==> src/rtl/spi_host_regs.sv <==
module spi_host_regs #(
  parameter int CNT_W        = 5,
  parameter int CMD_ROOM_THR = 16,
  parameter int TX_ROOM_THR  = 16,
  parameter int RX_LVL_THR   = 16,
  parameter int VER_MINOR    = 0,
  parameter int VER_PATCH    = 8'h61
) (
  input  logic             clk,
  input  logic             rst_n,
  input  logic             wr_en,
  input  logic             rd_en,
  input  logic [7:0]       addr,
  input  logic [31:0]      wdata,
  output logic [31:0]      rdata,
  input  logic [CNT_W-1:0] cmd_room,
  output logic             cmd_push,
  output logic [15:0]      cmd_data,
  input  logic [CNT_W-1:0] tx_room,
  output logic             tx_push,
  output logic [7:0]       tx_data,
  input  logic [CNT_W-1:0] rx_level,
  input  logic [7:0]       rx_data,
  output logic             rx_pop,
  input  logic             sync_valid,
  input  logic [7:0]       sync_id_in,
  output logic             engine_rst,
  output logic             irq
);
  localparam logic [5:0] A_VER = 6'h00, A_RST = 6'h10, A_IEN = 6'h20, A_IPND = 6'h21,
                         A_ISRC = 6'h22, A_SYNC = 6'h30, A_CROOM = 6'h34, A_TROOM = 6'h35,
                         A_RLVL = 6'h36, A_CDAT = 6'h38, A_TDAT = 6'h39, A_RPOP = 6'h3A,
                         A_RPEEK = 6'h3B;
  localparam logic [CNT_W-1:0] CMD_T = CNT_W'(CMD_ROOM_THR);
  localparam logic [CNT_W-1:0] TX_T  = CNT_W'(TX_ROOM_THR);
  localparam logic [CNT_W-1:0] RX_T  = CNT_W'(RX_LVL_THR);
  localparam logic [31:0] VER_WORD = {8'h00, 8'h01, 8'(VER_MINOR), 8'(VER_PATCH)};
  localparam int PAD = 32 - CNT_W;

  logic [5:0] wa;
  logic [3:0] en_q, pend_q, pend_set, pend_clr;
  logic [7:0] sync_q;
  logic       rst_q;
  logic       rx_has;
  logic [31:0] rd_val;

  assign wa     = addr[7:2];
  assign rx_has = rx_level != '0;

  assign cmd_push = wr_en && wa == A_CDAT && cmd_room != '0;
  assign cmd_data = wdata[15:0];
  assign tx_push  = wr_en && wa == A_TDAT && tx_room != '0;
  assign tx_data  = wdata[7:0];
  assign rx_pop   = rd_en && wa == A_RPOP && rx_has;

  assign pend_set = {sync_valid, rx_level >= RX_T, tx_room >= TX_T, cmd_room >= CMD_T};
  assign pend_clr = (wr_en && wa == A_IPND) ? wdata[3:0] : 4'h0;
  assign irq        = |(pend_q & en_q);
  assign engine_rst = rst_q;

  always_ff @(posedge clk) begin
    if (!rst_n) begin
      en_q   <= '0;
      pend_q <= '0;
      sync_q <= '0;
      rst_q  <= 1'b0;
    end else begin
      pend_q <= (pend_q & ~pend_clr) | pend_set;
      if (sync_valid) sync_q <= sync_id_in;
      if (wr_en && wa == A_IEN) en_q <= wdata[3:0];
      if (wr_en && wa == A_RST) rst_q <= wdata[0];
    end
  end

  always_comb begin
    case (wa)
      A_VER:   rd_val = VER_WORD;
      A_RST:   rd_val = {31'd0, rst_q};
      A_IEN:   rd_val = {28'd0, en_q};
      A_IPND:  rd_val = {28'd0, pend_q};
      A_ISRC:  rd_val = {28'd0, pend_q & en_q};
      A_SYNC:  rd_val = {24'd0, sync_q};
      A_CROOM: rd_val = {{PAD{1'b0}}, cmd_room};
      A_TROOM: rd_val = {{PAD{1'b0}}, tx_room};
      A_RLVL:  rd_val = {{PAD{1'b0}}, rx_level};
      A_RPOP, A_RPEEK: rd_val = rx_has ? {24'd0, rx_data} : 32'd0;
      default: rd_val = 32'd0;
    endcase
  end

  always_ff @(posedge clk) begin
    if (!rst_n)     rdata <= '0;
    else if (rd_en) rdata <= rd_val;
  end

  p_no_cmd_overflow_r8: assert property (@(posedge clk) disable iff (!rst_n)
    cmd_push |-> cmd_room != '0);
  p_no_tx_overflow_r9: assert property (@(posedge clk) disable iff (!rst_n)
    tx_push |-> tx_room != '0);
  p_no_rx_underflow_r10: assert property (@(posedge clk) disable iff (!rst_n)
    rx_pop |-> rx_has);
  p_peek_no_pop_r11: assert property (@(posedge clk) disable iff (!rst_n)
    (rd_en && wa == A_RPEEK) |-> !rx_pop);
  p_sync_latch_r5: assert property (@(posedge clk) disable iff (!rst_n)
    sync_valid |=> (sync_q == $past(sync_id_in) && pend_q[3]));
  p_sync_sticky_r4: assert property (@(posedge clk) disable iff (!rst_n)
    (pend_q[3] && !(wr_en && wa == A_IPND && wdata[3])) |=> pend_q[3]);
  p_cmd_rearm_r3: assert property (@(posedge clk) disable iff (!rst_n)
    (cmd_room >= CMD_T) |=> pend_q[0]);
  p_irq_enabled_r2: assert property (@(posedge clk) disable iff (!rst_n)
    irq |-> en_q != '0);
endmodule

==> config.mk <==
export PLATFORM = sky130hd
export DESIGN_NAME = spi_host_regs
export DESIGN_NICKNAME = d
export VERILOG_FILES = /design/src/rtl/spi_host_regs.sv
export SDC_FILE = /design/constraint.sdc
export NUM_CORES = 1
export LEC_CHECK = 0
export ABC_AREA = 1
export BUFFER_PORTS_ARGS = -buffer_cell sky130_fd_sc_hd__buf_2
export CELL_PAD_IN_SITES_DETAIL_PLACEMENT = 2
export CELL_PAD_IN_SITES_GLOBAL_PLACEMENT = 2
export CORE_MARGIN = 4
export CORE_UTILIZATION = 19
export CTS_CLUSTER_SIZE = 10
export DETAILED_ROUTE_END_ITERATION = 12
export PLACE_DENSITY_LB_ADDON = 0.1
export SLEW_MARGIN = 10
export SYNTH_ARGS = -nofsm -noshare
export SYNTH_HDL_FRONTEND = slang
export SYNTH_SLANG_ARGS = --single-unit
==> constraint.sdc <==
create_clock -name clk -period 1.27 [get_ports clk]
set_input_delay 0.254 -clock clk [delete_from_list [all_inputs] [get_ports clk]]
set_output_delay 0.254 -clock clk [all_outputs]
set_load 0.02 [all_outputs]
==> run summary <==
The flow ran to the end, but the final reports show violations. The checks that failed: negative setup slack. The cell area reported after detailed placement came out at about 0.0023 mm². Measured along the y axis, the die boundary spans 109 µm.

The routed wirelength normalized by instance count is 14.0 µm. Ranked by total cell area, the synthesized netlist is headed by sky130_fd_sc_hd__dfxtp_1 27%, sky130_fd_sc_hd__buf_4 19%, sky130_fd_sc_hd__nand2_1 15%, sky130_fd_sc_hd__nor2_1 6.4%, sky130_fd_sc_hd__o21ai_0 5.5%. The clock buffer count from CTS came out at 3.

Leaving out fill and tap cells, the most frequent cell in the layout is sky130_fd_sc_hd__nand2_1. Setup total negative slack on the finished layout was measured at -11.5 ps. Across all layers, the routed design uses 2043 vias.

In the post-route analysis, the smallest setup slack over all paths is -11.5 ps. Setup repair after global routing could not meet its margin everywhere. STA puts the critical path data arrival time at around 1000 ps. The via count of the first global-routing pass came out at 2203. The I/O pin count came out at approximately 140. The overall power consumption is between 2 and 2.5 mW. The fraction of synthesis flops using an asynchronous set or reset pin is 0%.

Once the floorplan was initialized, standard cells occupied between 10% and 20% of the core. The net count reported at finish came out at approximately 450. The worst register-to-register path ends at rdata[1]$_SDFFE_PN0P_. The first routing iteration left 42 violations.

The fraction of final layout cells with drive strength greater than 1 came out at 40.1%. During synthesis, Yosys emitted a total of 0 warnings. The highest net fanout along the worst path came out at 4.

The worst slack at placement came out at -193 ps. 0 antenna diodes ended up in the layout. Wires add up to between 7 and 8 mm. Between clock sinks in the finished design, the worst skew comes to 7.86 ps.

TritonCTS built the clock tree. The final critical-path required period came out at between 1000 and 1500 ps. Global routing finished with a remaining overflow of 0. The total power per unit cell area came out at roughly 790 mW/mm².

The worst vdd rail ir drop came out at between 0.3 and 0.4 mV. STA classifies the critical path startpoint as an input pin. The overall global routing resource usage came out at between 10% and 20%. The wire length of the first global-routing pass is 11.1 mm. The initial antenna violation count came out at 0. The depth of the CTS H-tree came out at 1. The critical path is of the input pin to output pin type. The final hold violation count came out at 0. The clock sink count is 26. The signed area change from the synthesized netlist to the final layout came out at 37.9%. During placement, the flow inserted port buffers numbering 67.

The cell area after layout is between 0.002 and 0.003 mm². The number of detailed-route iterations in the first pass came out at 4. The worst endpoint required time is a little over 1000 ps. The fraction of the yosys area taken by sequential cells is between 20% and 30%. The fraction of synthesized cell area taken by the top area cell type is 27.1%. The post-synthesis instance total came out at 296. The region available for standard cell placement spans 0.00982 mm².

The flop and latch count out of synthesis came out at 26. The kind of path behind the tightest hold check is input pin to register. The count of distinct cell types in the synthesized netlist is 23. The element type at the critical path end is an output pin. The cell depth of the worst min-delay path is 3.

Max-cap violations in this run came to 0. The maximum number of pins on one net before global-route repair is 16. The die is ~110 µm wide. The mean post-synth cell area is 6.50 µm². The clock transition at the register clock pins on the worst setup and hold paths after CTS came out at 100 ps. The fill cell instance count of the final layout came out at 1234. Derived from the worst setup path, the maximum achievable clock frequency is approximately 800 MHz. The count of antenna-violating nets left after detailed routing is 0. The post-synthesis instance area is ~0.0019 mm². The hold path startpoint is sync_id_in[7]. For this design the static power due to leakage is about 1.3 nW. In this run the core area contains 36 standard-cell rows.

The final estimated routing congestion in global placement is just under 0.8. The wire-length estimate of the detail-placed layout is just under 6 mm. The cell chosen for the clock root is sky130_fd_sc_hd__clkbuf_8. After layout, the worst path uses 101% of the clock period. The die covers 0.0118 mm². No sink is reached through more buffers than the 2 on the longest clock path. The worst hold path terminates at sync_q[7]$_SDFFE_PN0P_. The DRC violation count after routing came out at 0. The number of vias per cell is 4.07. In the layout the commonest cells are 70 x sky130_fd_sc_hd__nand2_1, 57 x sky130_fd_sc_hd__buf_2, 34 x sky130_fd_sc_hd__buf_4.

The clock latency reported for the late side of the worst-skew pair came out at around 280 ps. The count of flip-flops with a built-in enable after synthesis came out at 0. The max-slew violation count came to 0. In this run the register-to-register setup slack is ~240 ps. The count of cells along the worst register-to-register path came out at 7. The most used flip-flop cell after synthesis is sky130_fd_sc_hd__dfxtp_1.

The startpoint of the lowest-slack register-to-register path is pend_q[1]$_SDFF_PN0_. The number of buffers inserted for hold repair after clock tree synthesis came out at 0. The final-report setup violation count is 1. The library cell with the largest summed area after synthesis is sky130_fd_sc_hd__dfxtp_1.
## kinds of logic (layout without fill, tap and decap cells)
logic type	after synthesis	after routing	synth area share, %
buffers and inverters	76	127	24.3
and+or+nand+nor	151	151	36.8
DFF	26	26	27.1
AOI/OAI and AO/OA	42	42	11.7
other	1	23	0.195
## timing repair
| action | in CTS | in global routing |
|---|---|---|
| endpoints found under the setup margin | 4 | 5 |
| resized for setup | 34 | 22 |
| setup buffers | 7 | 4 |
| pin swaps | 9 | 5 |
## power by group
| part | internal (mW) | leakage (nW) | total [mW] | switching (mW) |
|---|---|---|---|---|
| Combinational | 0.192 | 1.08 | 0.503 | 0.311 |
| Sequential | 0.850 | 0.216 | 0.870 | 0.0202 |
| Clock | 0.423 | 0.0357 | 0.718 | 0.295 |
| Total | 1.46 | 1.34 | 2.09 | 0.626 |
## cell usage after synthesis (3+ instances only)
cell                      number
sky130_fd_sc_hd__dfxtp_1      26
sky130_fd_sc_hd__nand2_1      76
sky130_fd_sc_hd__nor2_4        7
sky130_fd_sc_hd__buf_4        48
sky130_fd_sc_hd__nand3_1      16
sky130_fd_sc_hd__nand2_2       3
sky130_fd_sc_hd__inv_2         5
sky130_fd_sc_hd__nor3_1        3
sky130_fd_sc_hd__nor2_2        4
sky130_fd_sc_hd__nand4_1       5
sky130_fd_sc_hd__inv_1        18
sky130_fd_sc_hd__a21oi_1      17
sky130_fd_sc_hd__nor2_1       33
sky130_fd_sc_hd__o21ai_0      21
## state kept, by name (all words and copies together) (netlist names)
name        cells
rdata           9
engine_rst      1
sync_q          8
en_q            4
pend_q          4
## worst max-delay path, stage by stage
cell and delay, ps:
sky130_fd_sc_hd__buf_12 100, sky130_fd_sc_hd__inv_6 30, sky130_fd_sc_hd__nor2_4 110, sky130_fd_sc_hd__nand2_4 70, sky130_fd_sc_hd__a2111oi_4 270, sky130_fd_sc_hd__buf_4 190
## cell type report
class                           instances  area (µm²)  area share [%]
Sequential cell                        26         531            20.0
Tap cell                              133         166            6.27
Timing Repair Buffer                   97         634            23.9
Clock inverter                          1        30.0            1.13
Clock buffer                            3        41.3            1.56
Inverter                               26         115            4.34
Multi-Input combinational cell        216        1130            42.8
## per-layer routing
metal | vias up | routed length (µm) | global-route usage (%)
met4 | 0 | 70 | 2.71
met2 | 57 | 3520 | 21.4
met5 | - | 0 | 0
met1 | 961 | 3130 | 15.1
li1 | 1020 | - | -
met3 | 5 | 325 | 1.61
## per-stage QoR
stage | util [%] | cells | hold slack (ps)
finish | 27.0 | 502 | 186
global route | 27.0 | 502 | 182
CTS | 26.0 | 498 | 180
detailed placement | 23.6 | 487 | 459
global placement | 23.6 | 487 | 458
floorplan | - | 318 | 388
## worst max-delay path by stage
stage	startpoint	endpoint	slack, ps
finish	addr[2]	tx_push	-10
global route	addr[2]	tx_push	-60
CTS	addr[3]	rx_pop	-30
detailed placement	addr[4]	rdata[5]$_SDFFE_PN0P_	-190
global placement	addr[2]	rdata[6]$_SDFFE_PN0P_	-150
floorplan	addr[2]	cmd_push	20
Power figures use the tool's default switching activity.
